--- src/rtl/cart_bank_mapper_pkg.sv ---
package cart_bank_mapper_pkg;

    localparam int BANK_W     = 6;
    localparam int NUM_SLOTS  = 8;
    localparam int SLOT_SEL_W = $clog2(NUM_SLOTS);
    localparam int SLOT_OFS_W = 19;
    localparam int ADDR_W     = 24;
    localparam int DATA_W     = 16;
    localparam int ROM_WAW    = BANK_W + SLOT_OFS_W - 1;
    localparam logic [15:0] WIN_PAGE = 16'hA130;

    typedef logic [BANK_W-1:0] bank_t;

    typedef enum logic [1:0] {
        RGN_NONE,
        RGN_ROM,
        RGN_RAM,
        RGN_WIN
    } region_e;

    typedef struct packed {
        logic                  hit;
        logic                  is_ctrl;
        logic [SLOT_SEL_W-1:0] slot;
    } regsel_t;

    function automatic logic in_cart(input logic [ADDR_W-1:0] a);
        return a[ADDR_W-1:ADDR_W-2] == 2'b00;
    endfunction

    function automatic logic in_window(input logic [ADDR_W-1:0] a);
        return a[ADDR_W-1:8] == WIN_PAGE;
    endfunction

    // Decoded registers sit on odd bytes of the top row of the window.
    function automatic regsel_t decode_window(input logic [ADDR_W-1:0] a);
        regsel_t s;
        s.hit     = in_window(a) && (a[7:4] == 4'hF) && a[0];
        s.slot    = a[SLOT_SEL_W:1];
        s.is_ctrl = (a[SLOT_SEL_W:1] == '0);
        return s;
    endfunction

    function automatic logic [1:0] lane_enables(input logic is_byte, input logic odd);
        if (!is_byte) return 2'b11;
        return odd ? 2'b01 : 2'b10;
    endfunction

endpackage

--- src/rtl/cart_bank_regs.sv ---
module cart_bank_regs
    import cart_bank_mapper_pkg::*;
(
    input  logic                          clk,
    input  logic                          rst,
    input  logic                          wr_stb,
    input  regsel_t                       sel,
    input  bank_t                         wdata,
    output logic [NUM_SLOTS*BANK_W-1:0]   bank_flat,
    output logic                          ram_en,
    output logic                          ram_wp
);

    always_ff @(posedge clk) begin
        if (rst) begin
            ram_en <= 1'b1;
            ram_wp <= 1'b1;
        end else if (wr_stb && sel.is_ctrl) begin
            ram_en <= wdata[0];
            ram_wp <= wdata[1];
        end
    end

    // Slot 0 has no storage: it is tied to bank 0.
    assign bank_flat[BANK_W-1:0] = '0;

    for (genvar g = 1; g < NUM_SLOTS; g++) begin : g_bank
        bank_t bank_q;
        always_ff @(posedge clk) begin
            if (rst) begin
                bank_q <= BANK_W'(g);
            end else if (wr_stb && !sel.is_ctrl && (sel.slot == SLOT_SEL_W'(g))) begin
                bank_q <= wdata;
            end
        end
        assign bank_flat[g*BANK_W +: BANK_W] = bank_q;
    end

endmodule

--- src/rtl/cart_bank_xlate.sv ---
module cart_bank_xlate
    import cart_bank_mapper_pkg::*;
#(
    parameter int RAM_AW   = 15,
    parameter bit HAS_SRAM = 1'b1
) (
    input  logic                        acc_req,
    input  logic                        acc_we,
    input  logic                        acc_byte,
    input  logic [ADDR_W-1:0]           acc_addr,
    input  logic [DATA_W-1:0]           acc_wdata,
    input  logic [NUM_SLOTS*BANK_W-1:0] bank_flat,
    input  logic                        ram_en,
    output region_e                     region,
    output logic                        rom_rd,
    output logic [ROM_WAW-1:0]          rom_waddr,
    output logic                        ram_rd,
    output logic                        ram_wr,
    output logic [RAM_AW-2:0]           ram_waddr,
    output logic [1:0]                  ram_be,
    output logic [DATA_W-1:0]           ram_wdata
);

    logic                  ram_ok;
    logic                  ram_hit;
    logic [SLOT_SEL_W-1:0] slot;
    bank_t                 bank;

    if (HAS_SRAM) begin : g_sram
        assign ram_ok = ram_en;
    end else begin : g_nosram
        assign ram_ok = 1'b0;
    end

    always_comb begin
        ram_hit = in_cart(acc_addr) && acc_addr[21] && ram_ok;
        if (in_cart(acc_addr))        region = ram_hit ? RGN_RAM : RGN_ROM;
        else if (in_window(acc_addr)) region = RGN_WIN;
        else                          region = RGN_NONE;

        slot      = acc_addr[SLOT_OFS_W +: SLOT_SEL_W];
        bank      = bank_flat[int'(slot)*BANK_W +: BANK_W];
        rom_waddr = {bank, acc_addr[SLOT_OFS_W-1:1]};
        rom_rd    = acc_req && !acc_we && (region == RGN_ROM);

        ram_waddr = acc_addr[RAM_AW-1:1];
        ram_rd    = acc_req && !acc_we && (region == RGN_RAM);
        ram_wr    = acc_req &&  acc_we && (region == RGN_RAM);
        ram_be    = lane_enables(acc_byte, acc_addr[0]);
        ram_wdata = acc_byte ? {acc_wdata[7:0], acc_wdata[7:0]} : acc_wdata;
    end

endmodule

--- src/rtl/cart_bank_mapper.sv ---
module cart_bank_mapper
    import cart_bank_mapper_pkg::*;
#(
    parameter int RAM_AW   = 15,
    parameter bit HAS_SRAM = 1'b1
) (
    input  logic               clk,
    input  logic               rst,
    input  logic               acc_req,
    input  logic               acc_we,
    input  logic               acc_byte,
    input  logic [23:0]        acc_addr,
    input  logic [15:0]        acc_wdata,
    input  logic [15:0]        rom_rdata,
    input  logic [15:0]        ram_rdata,
    output logic               rom_rd,
    output logic [23:0]        rom_waddr,
    output logic               ram_rd,
    output logic               ram_wr,
    output logic [RAM_AW-2:0]  ram_waddr,
    output logic [1:0]         ram_be,
    output logic [15:0]        ram_wdata,
    output logic [15:0]        rd_data,
    output logic               wp_flag
);

    logic [NUM_SLOTS*BANK_W-1:0] bank_flat;
    logic                        ram_en;
    regsel_t                     sel;
    region_e                     region;
    logic                        reg_wr;

    always_comb begin
        sel    = decode_window(acc_addr);
        reg_wr = acc_req && acc_we && sel.hit;
    end

    cart_bank_regs u_regs (
        .clk       (clk),
        .rst       (rst),
        .wr_stb    (reg_wr),
        .sel       (sel),
        .wdata     (acc_wdata[BANK_W-1:0]),
        .bank_flat (bank_flat),
        .ram_en    (ram_en),
        .ram_wp    (wp_flag)
    );

    cart_bank_xlate #(
        .RAM_AW   (RAM_AW),
        .HAS_SRAM (HAS_SRAM)
    ) u_xlate (
        .acc_req   (acc_req),
        .acc_we    (acc_we),
        .acc_byte  (acc_byte),
        .acc_addr  (acc_addr),
        .acc_wdata (acc_wdata),
        .bank_flat (bank_flat),
        .ram_en    (ram_en),
        .region    (region),
        .rom_rd    (rom_rd),
        .rom_waddr (rom_waddr),
        .ram_rd    (ram_rd),
        .ram_wr    (ram_wr),
        .ram_waddr (ram_waddr),
        .ram_be    (ram_be),
        .ram_wdata (ram_wdata)
    );

    // Window, open bus and writes all read back as zero.
    always_comb begin
        rd_data = '0;
        if (acc_req && !acc_we) begin
            case (region)
                RGN_ROM: rd_data = rom_rdata;
                RGN_RAM: rd_data = ram_rdata;
                default: rd_data = '0;
            endcase
        end
    end

endmodule

--- config.mk ---
export PLATFORM = sky130hd
export DESIGN_NAME = cart_bank_mapper
export DESIGN_NICKNAME = d
export VERILOG_FILES = /design/src/rtl/cart_bank_mapper_pkg.sv /design/src/rtl/cart_bank_regs.sv /design/src/rtl/cart_bank_xlate.sv /design/src/rtl/cart_bank_mapper.sv
export SDC_FILE = /design/constraint.sdc
export NUM_CORES = 1
export LEC_CHECK = 0
export ABC_AREA = 1
export BUFFER_PORTS_ARGS = -buffer_cell sky130_fd_sc_hd__buf_2
export CORE_MARGIN = 1
export CORE_UTILIZATION = 50
export CTS_CLUSTER_DIAMETER = 120
export DETAILED_ROUTE_END_ITERATION = 16
export PLACE_DENSITY = 0.87
export SYNTH_ARGS = -nofsm -noshare
export SYNTH_HDL_FRONTEND = slang
export SYNTH_SLANG_ARGS = --single-unit
export TNS_END_PERCENT = 50
--- constraint.sdc ---
create_clock -name clk -period 4.05 [get_ports clk]
set_clock_uncertainty 0.1 [all_clocks]
set_input_delay 0.2025 -clock clk [delete_from_list [all_inputs] [get_ports clk]]
set_output_delay 0.2025 -clock clk [all_outputs]
set_load 0.005 [all_outputs]
==> results.py, run 1 <==
metrics = {
    "placed_design": {
        "placed_area_mm2": 0.003467,
        "dp.final_hpwl_um": 6121,
        "place_congestion": 0.8340,
        "place_ws_ns": 2.001,
        "portBuffers": 152,
    },
    "route": {
        "wirelength_um": 8040,
        "ant_nets": 0,
        "vias": 3279,
        "dr.pass1.iters": 4,
        "drc_errors": 0,
        "vias_per_cell": 5.332,
        "initialDrtViolationCount": 139,
        "post_drt_wl_per_cell_um": 13.07,
    },
    "die": {
        "coreArea_mm2": 0.005675,
        "dieArea_mm2": 0.006346,
        "num_rows": 27,
        "io_pins": 153,
        "fp.dieW_um": 79.66,
        "initial_core_util": 0.5313,
        "die_height_um": 79.66,
    },
    "final_layout": {
        "fin_nets": 619,
        "area_delta_synth_final_pct": 18.09,
        "drive_gt1_frac": 0.3554,
        "fin_area_mm2": 0.003561,
        "diodes": 0,
    },
    "sta": {
        "fin_crit_ns": 2.433,
        "tightest_slew_ns": 1.169,
        "hold_violations": 0,
        "fin_tns_setup_ns": 0,
        "slew-limit-headroom": 0.2196,
        "rsz0062_at_grt": "no",
        "final.period_utilization": 0.6008,
        "timing.final.ws_setup_ns": 1.617,
        "fmax_mhz": 411.0,
        "setup_viol_count_final": 0,
        "final_max_slew_viol_count": 0,
    },
    "setup_path": {
        "crit_path_end_kind": "primary output",
        "path_cells": "nand3_1, nand3_1, a21oi_1, buf_2",
        "cp_slowest_cell": "dfxtp_1",
        "cp.arrival_ns": 2.13,
        "cp_common_cell": "nand3_1",
        "worst-setup-path-type": "reg -> out",
        "setup.worst_path.start_class": "register",
        "crit_path_max_fanout": 19,
        "required_ns": 3.75,
        "max_stage_delay_ns": 0.70,
    },
    "clock_tree": {
        "clk_path_buf_depth": 2,
        "cts.clk_slew.worst_paths_ns": 0.08,
        "htree_levels": 2,
        "clock_latency_ns": 0.30,
        "cts.sinks": 44,
        "hold_buffers": 0,
        "root_buffer": "clkbuf_8",
        "post_cts_resized": 0,
        "postCtsSetupRepairBufs": 0,
        "cts_buffers": 5,
        "tritoncts": "yes",
    },
    "synth": {
        "synthCells": 445,
        "synth_warnings": 0,
        "synthDistinctLibCells": 24,
        "synth.most_common_cell": "nor2_1",
        "yosys.area_share.simple": 0.3726,
        "avgSynthCellArea_um2": 6.776,
        "synthTopCellsByCount": "nor2_1, nand2_1, dfxtp_1, buf_4, nand3_1",
        "yosysTopAreaCell": "dfxtp_1",
        "ys_seq_area_frac": 0.2921,
        "syn-num-nets": 522,
        "synth_edf_count": 0,
        "synth_top_family_by_area": "simple AND/OR/NAND/NOR gates",
        "syn_area_mm2": 0.003015,
        "synth_top_area_share": 0.2921,
        "synthFlopType": "dfxtp_1",
        "synth_seq_cells": 44,
        "yosys.area_share.adder": 0,
        "synth_compound_area_frac": 0.1286,
        "async_flop_share": 0,
        "synth.mux.area_fraction": 0.02988,
        "synth-xor-area-share": 0,
        "synthTopCellsByArea": "dfxtp_1, nor2_1, buf_4",
    },
    "power_and_ir_drop": {
        "clkPwrFrac": 0.322,
        "comb_power_share": 0.201,
        "power_switching_mw": 0.2567,
        "p_leak_nw": 1.694,
        "swShare": 0.2835,
        "ir_drop_uv": 205.4,
        "power_density_mw_per_mm2": 254.2,
        "seq_power_share": 0.477,
        "p_int_mw": 0.6486,
    },
    "grt": {
        "antenna_found_initial": 0,
        "overflow": 0,
        "grt_pass1_vias": 2922,
        "grt_use_total": 0.2587,
        "grt_first_pass_wirelength_um": 12780,
        "grt_max_degree": 45,
    },
    "min_path": {
        "hp-class": "in -> reg",
    },
    "status": {
        "status": "complete, no violations",
    },
    "run": {
        "cap_violations": 0,
    },
}
==> path summary, 6_finish.rpt <==
path                                           startpoint                                 endpoint  slack [ns]  cells after the start
setup reg to reg               u_regs.ram_en$_SDFFE_PP1P_               u_regs.ram_en$_SDFFE_PP1P_        2.97                      2
hold / removal                               acc_wdata[2]  u_regs.g_bank[4].bank_q[2]$_SDFFE_PP1P_        0.16                      3
setup / recovery               u_regs.ram_en$_SDFFE_PP1P_                              rd_data[14]        1.62                      4
hold reg to reg   u_regs.g_bank[3].bank_q[0]$_SDFFE_PP1P_  u_regs.g_bank[3].bank_q[0]$_SDFFE_PP1P_        0.38                      2
==> stage by stage <==
step	std cells	hold slack [ns]	utilization	total power, mW
floorplan	445	0.2157	-	0.5580
global placement	607	0.3504	0.6109	0.6196
detailed placement	607	0.3572	0.6109	0.6239
CTS	615	0.1551	0.6274	0.9099
global route	615	0.1778	0.6274	0.9496
finish	615	0.1601	0.6274	0.9053
==> cell type report <==
type,count,area (um2)
Clock buffer,7,86.33
Clock inverter,1,7.507
Fill cell,550,2115
Inverter,23,126.4
Multi-Input combinational cell,315,1602
Sequential cell,44,880.8
Tap cell,72,90.09
Timing Repair Buffer,153,768.2
==> power groups by stage <==
stage	Clock (mW)	Sequential, mW	Combinational [mW]
floorplan	0	0.442	0.116
global placement	0	0.442	0.177
detailed placement	0	0.442	0.182
CTS	0.295	0.432	0.182
global route	0.313	0.432	0.204
finish	0.291	0.432	0.182
==> critical path, delay by kind of cell (launching register included) <==
kind                   cells  cell delay [ns]
buffers and inverters      1             0.16
AOI/OAI and AO/OA          1             0.10
DFF                        1             0.70
and+or+nand+nor            2             0.87
==> sequential cells by signal (all words and copies together) (netlist names) <==
register	count
u_regs.g_bank.bank_q	42
u_regs.ram_en	1
u_regs.ram_wp	1
==> logic make-up (layout without fill, tap and decap cells) <==
family                 Yosys count  after routing
and+or+nand+nor                231            231
DFF                             44             44
muxes                            8              8
buffers and inverters           86            184
AOI/OAI and AO/OA               76             76
==> cells in the final DEF (no fill, tap or decap), types with 2 or more instances in the layout <==
master	instances
buf_2	152
nand4_1	20
nor2_4	3
clkinv_4	8
inv_1	13
o22ai_1	6
o21ai_1	30
clkbuf_8	6
o21ai_0	24
nand3_4	7
inv_2	2
nor2_1	97
dfxtp_1	44
nand3_1	41
nand2_4	2
mux2_2	8
nand2_1	58
a21oi_1	16
==> per-layer routing <==
metal / track usage / wire length, um / vias to the layer above
li1: - / - / 1636
met1: 0.2677 / 3085 / 1467
met2: 0.5000 / 4090 / 156
met3: 0.05143 / 674 / 20
met4: 0.1036 / 188 / 0
met5: 0 / 0 / -
No activity file was read; power rests on OpenSTA's default activity.
==> run 2: changes to the inputs <==
Settings changed: CORE_UTILIZATION 50 to 46, PLACE_DENSITY 0.87 to 0.81.
Clock period 4.05 ns to 2.49 ns, I/O delays scaled along.
==> run 2 against run 1 <==
Against the previous run:
- critical path depth unchanged
- non-clock buffer count rose by 3
- global-route usage shrank 1.8 points
- highest routed layer unchanged
- first-iteration DRC count grew 110%
- critical path type unchanged
- combinational power up 65%
- largest cell class unchanged
- sequential power is 63% higher
==> results.py, run 2 (synthesis results as in run 1) <==
metrics = {
    "grt": {
        "overflow": 0,
        "grt_first_pass_wirelength_um": 13390,
        "grt_use_total": 0.2404,
        "grt_pass1_vias": 2797,
        "grt_max_degree": 45,
        "antenna_found_initial": 0,
    },
    "setup_path": {
        "setup.worst_path.start_class": "register",
        "crit_path_max_fanout": 19,
        "worst-setup-path-type": "reg -> out",
        "crit_path_end_kind": "primary output",
        "required_ns": 2.27,
        "startpoint": "u_regs.ram_en$_SDFFE_PP1P_",
        "timing.rr.start": "u_regs.ram_en$_SDFFE_PP1P_",
        "cp.arrival_ns": 1.64,
        "rr_worst_depth": 3,
        "reg2reg_slack_ns": 1.61,
        "endpoint": "rd_data[6]",
        "r2r-end": "u_regs.ram_en$_SDFFE_PP1P_",
    },
    "clock_tree": {
        "cts.clk_slew.worst_paths_ns": 0.08,
        "cts_buffers": 5,
        "htree_levels": 2,
        "root_buffer": "clkbuf_8",
        "clock_latency_ns": 0.30,
        "clk_path_buf_depth": 2,
        "cts.sinks": 44,
        "tritoncts": "yes",
        "postCtsSetupRepairBufs": 0,
        "post_cts_resized": 0,
        "hold_buffers": 0,
    },
    "die": {
        "initial_core_util": 0.4749,
        "fp.dieW_um": 82.97,
        "dieArea_mm2": 0.006883,
        "coreArea_mm2": 0.006350,
        "die_height_um": 82.97,
        "io_pins": 153,
        "num_rows": 29,
    },
    "final_layout": {
        "fin_nets": 622,
        "final_common_cell": "buf_2",
        "largest_register": "u_regs.g_bank.bank_q",
        "fin_area_mm2": 0.003603,
        "multi_input_area_mm2": 0.001602,
        "diodes": 0,
        "seqCellArea_um2": 880.8,
        "layout.cells.non_filler": 623,
        "reg.largest.list": "u_regs.g_bank.bank_q x42, u_regs.ram_en x1, u_regs.ram_wp x1",
        "largest_reg_flops": 42,
        "fillerInstances": 613,
        "final_cell_mix": "buf_2, nor2_1, nand2_1",
        "drive_gt1_frac": 0.3590,
        "area_delta_synth_final_pct": 19.50,
    },
    "power_and_ir_drop": {
        "p_leak_nw": 1.719,
        "comb_power_share": 0.195,
        "swShare": 0.2707,
        "power_switching_mw": 0.4188,
        "power_density_mw_per_mm2": 429.3,
        "p_int_mw": 1.128,
        "power_mw": 1.547,
        "seq_power_share": 0.454,
        "ir_drop_uv": 206.3,
        "clkPwrFrac": 0.351,
    },
    "status": {
        "status": "complete, no violations",
    },
    "placed_design": {
        "dp.final_hpwl_um": 6469,
        "place_ws_ns": 0.8182,
        "placed_area_mm2": 0.003496,
        "dp_cells": 615,
        "place_congestion": 0.9686,
        "portBuffers": 152,
    },
    "sta": {
        "hold_violations": 0,
        "final.period_utilization": 0.7492,
        "fmax_mhz": 536.0,
        "slew-limit-headroom": 0.5707,
        "final_max_slew_viol_count": 0,
        "tightest_slew_ns": 0.6422,
        "rsz0062_at_grt": "no",
        "fin_tns_setup_ns": 0,
        "timing.final.ws_setup_ns": 0.6244,
        "fin_crit_ns": 1.866,
        "setup_viol_count_final": 0,
    },
    "route": {
        "post_drt_wl_per_cell_um": 13.47,
        "wirelength_um": 8391,
        "vias": 3254,
        "dr.pass1.iters": 4,
        "drc_errors": 0,
        "vias_per_cell": 5.223,
        "ant_nets": 0,
        "initialDrtViolationCount": 286,
    },
    "min_path": {
        "hp-class": "in -> reg",
        "min_from": "acc_wdata[2]",
    },
    "run": {
        "cap_violations": 0,
    },
}
## run 2: changes by cell type in the layout (fill, tap and decap cells not counted), sizes merged
cell	previous run	this run
clkinv	8	9
buf	153	156
clkbuf	7	6
bufinv	0	1
clkinvlp	1	0
## run 2: layer usage
layer | track usage | up-vias | wire length [um]
met3 | 0.04274 | 21 | 543
met2 | 0.4389 | 133 | 4315
li1 | - | 1640 | -
met1 | 0.2711 | 1460 | 3252
met4 | 0.1066 | 0 | 279
met5 | 0 | - | 0
## run 2: worst max-delay path: stages (launching register included)
cell	delay, ns
dfxtp_1	0.35
nand3_1	0.47
nand3_1	0.28
a21oi_1	0.09
buf_2	0.15
## run 2: worst min-delay path by stage
stage	to	slack, ns	cells past startpoint
floorplan	u_regs.g_bank[4].bank_q[2]$_SDFFE_PP1P_	0.14	2
global placement	rom_waddr[14]	0.33	2
detailed placement	rom_waddr[14]	0.34	2
CTS	u_regs.g_bank[3].bank_q[1]$_SDFFE_PP1P_	0.09	3
global route	u_regs.g_bank[2].bank_q[1]$_SDFFE_PP1P_	0.11	3
finish	u_regs.g_bank[7].bank_q[2]$_SDFFE_PP1P_	0.1	3
## run 2: cell type report
| type | instances | area share |
|---|---|---|
| multi-input combinational | 315 | 0.4444 |
| sequential | 44 | 0.2444 |
| timing repair buffer | 156 | 0.2194 |
| inverter | 23 | 0.03507 |
| tap | 77 | 0.02674 |
| clock buffer | 6 | 0.02014 |
| clock inverter | 2 | 0.009722 |
## run 2: through the flow
stage                     utilization  hold WS (ns)
final                          0.5675       0.09555
after global routing           0.5675        0.1083
after CTS                      0.5675       0.09046
after detailed placement       0.5505        0.3354
after global placement         0.5505        0.3294
after floorplan                     -        0.1377
## run 2: power by group through the flow
stage / clock [mW] / combinational (mW) / sequential, mW
final: 0.543 / 0.301 / 0.703
after global routing: 0.577 / 0.331 / 0.703
after CTS: 0.548 / 0.301 / 0.703
after detailed placement: 0 / 0.299 / 0.719
after global placement: 0 / 0.293 / 0.719
after floorplan: 0 / 0.188 / 0.719
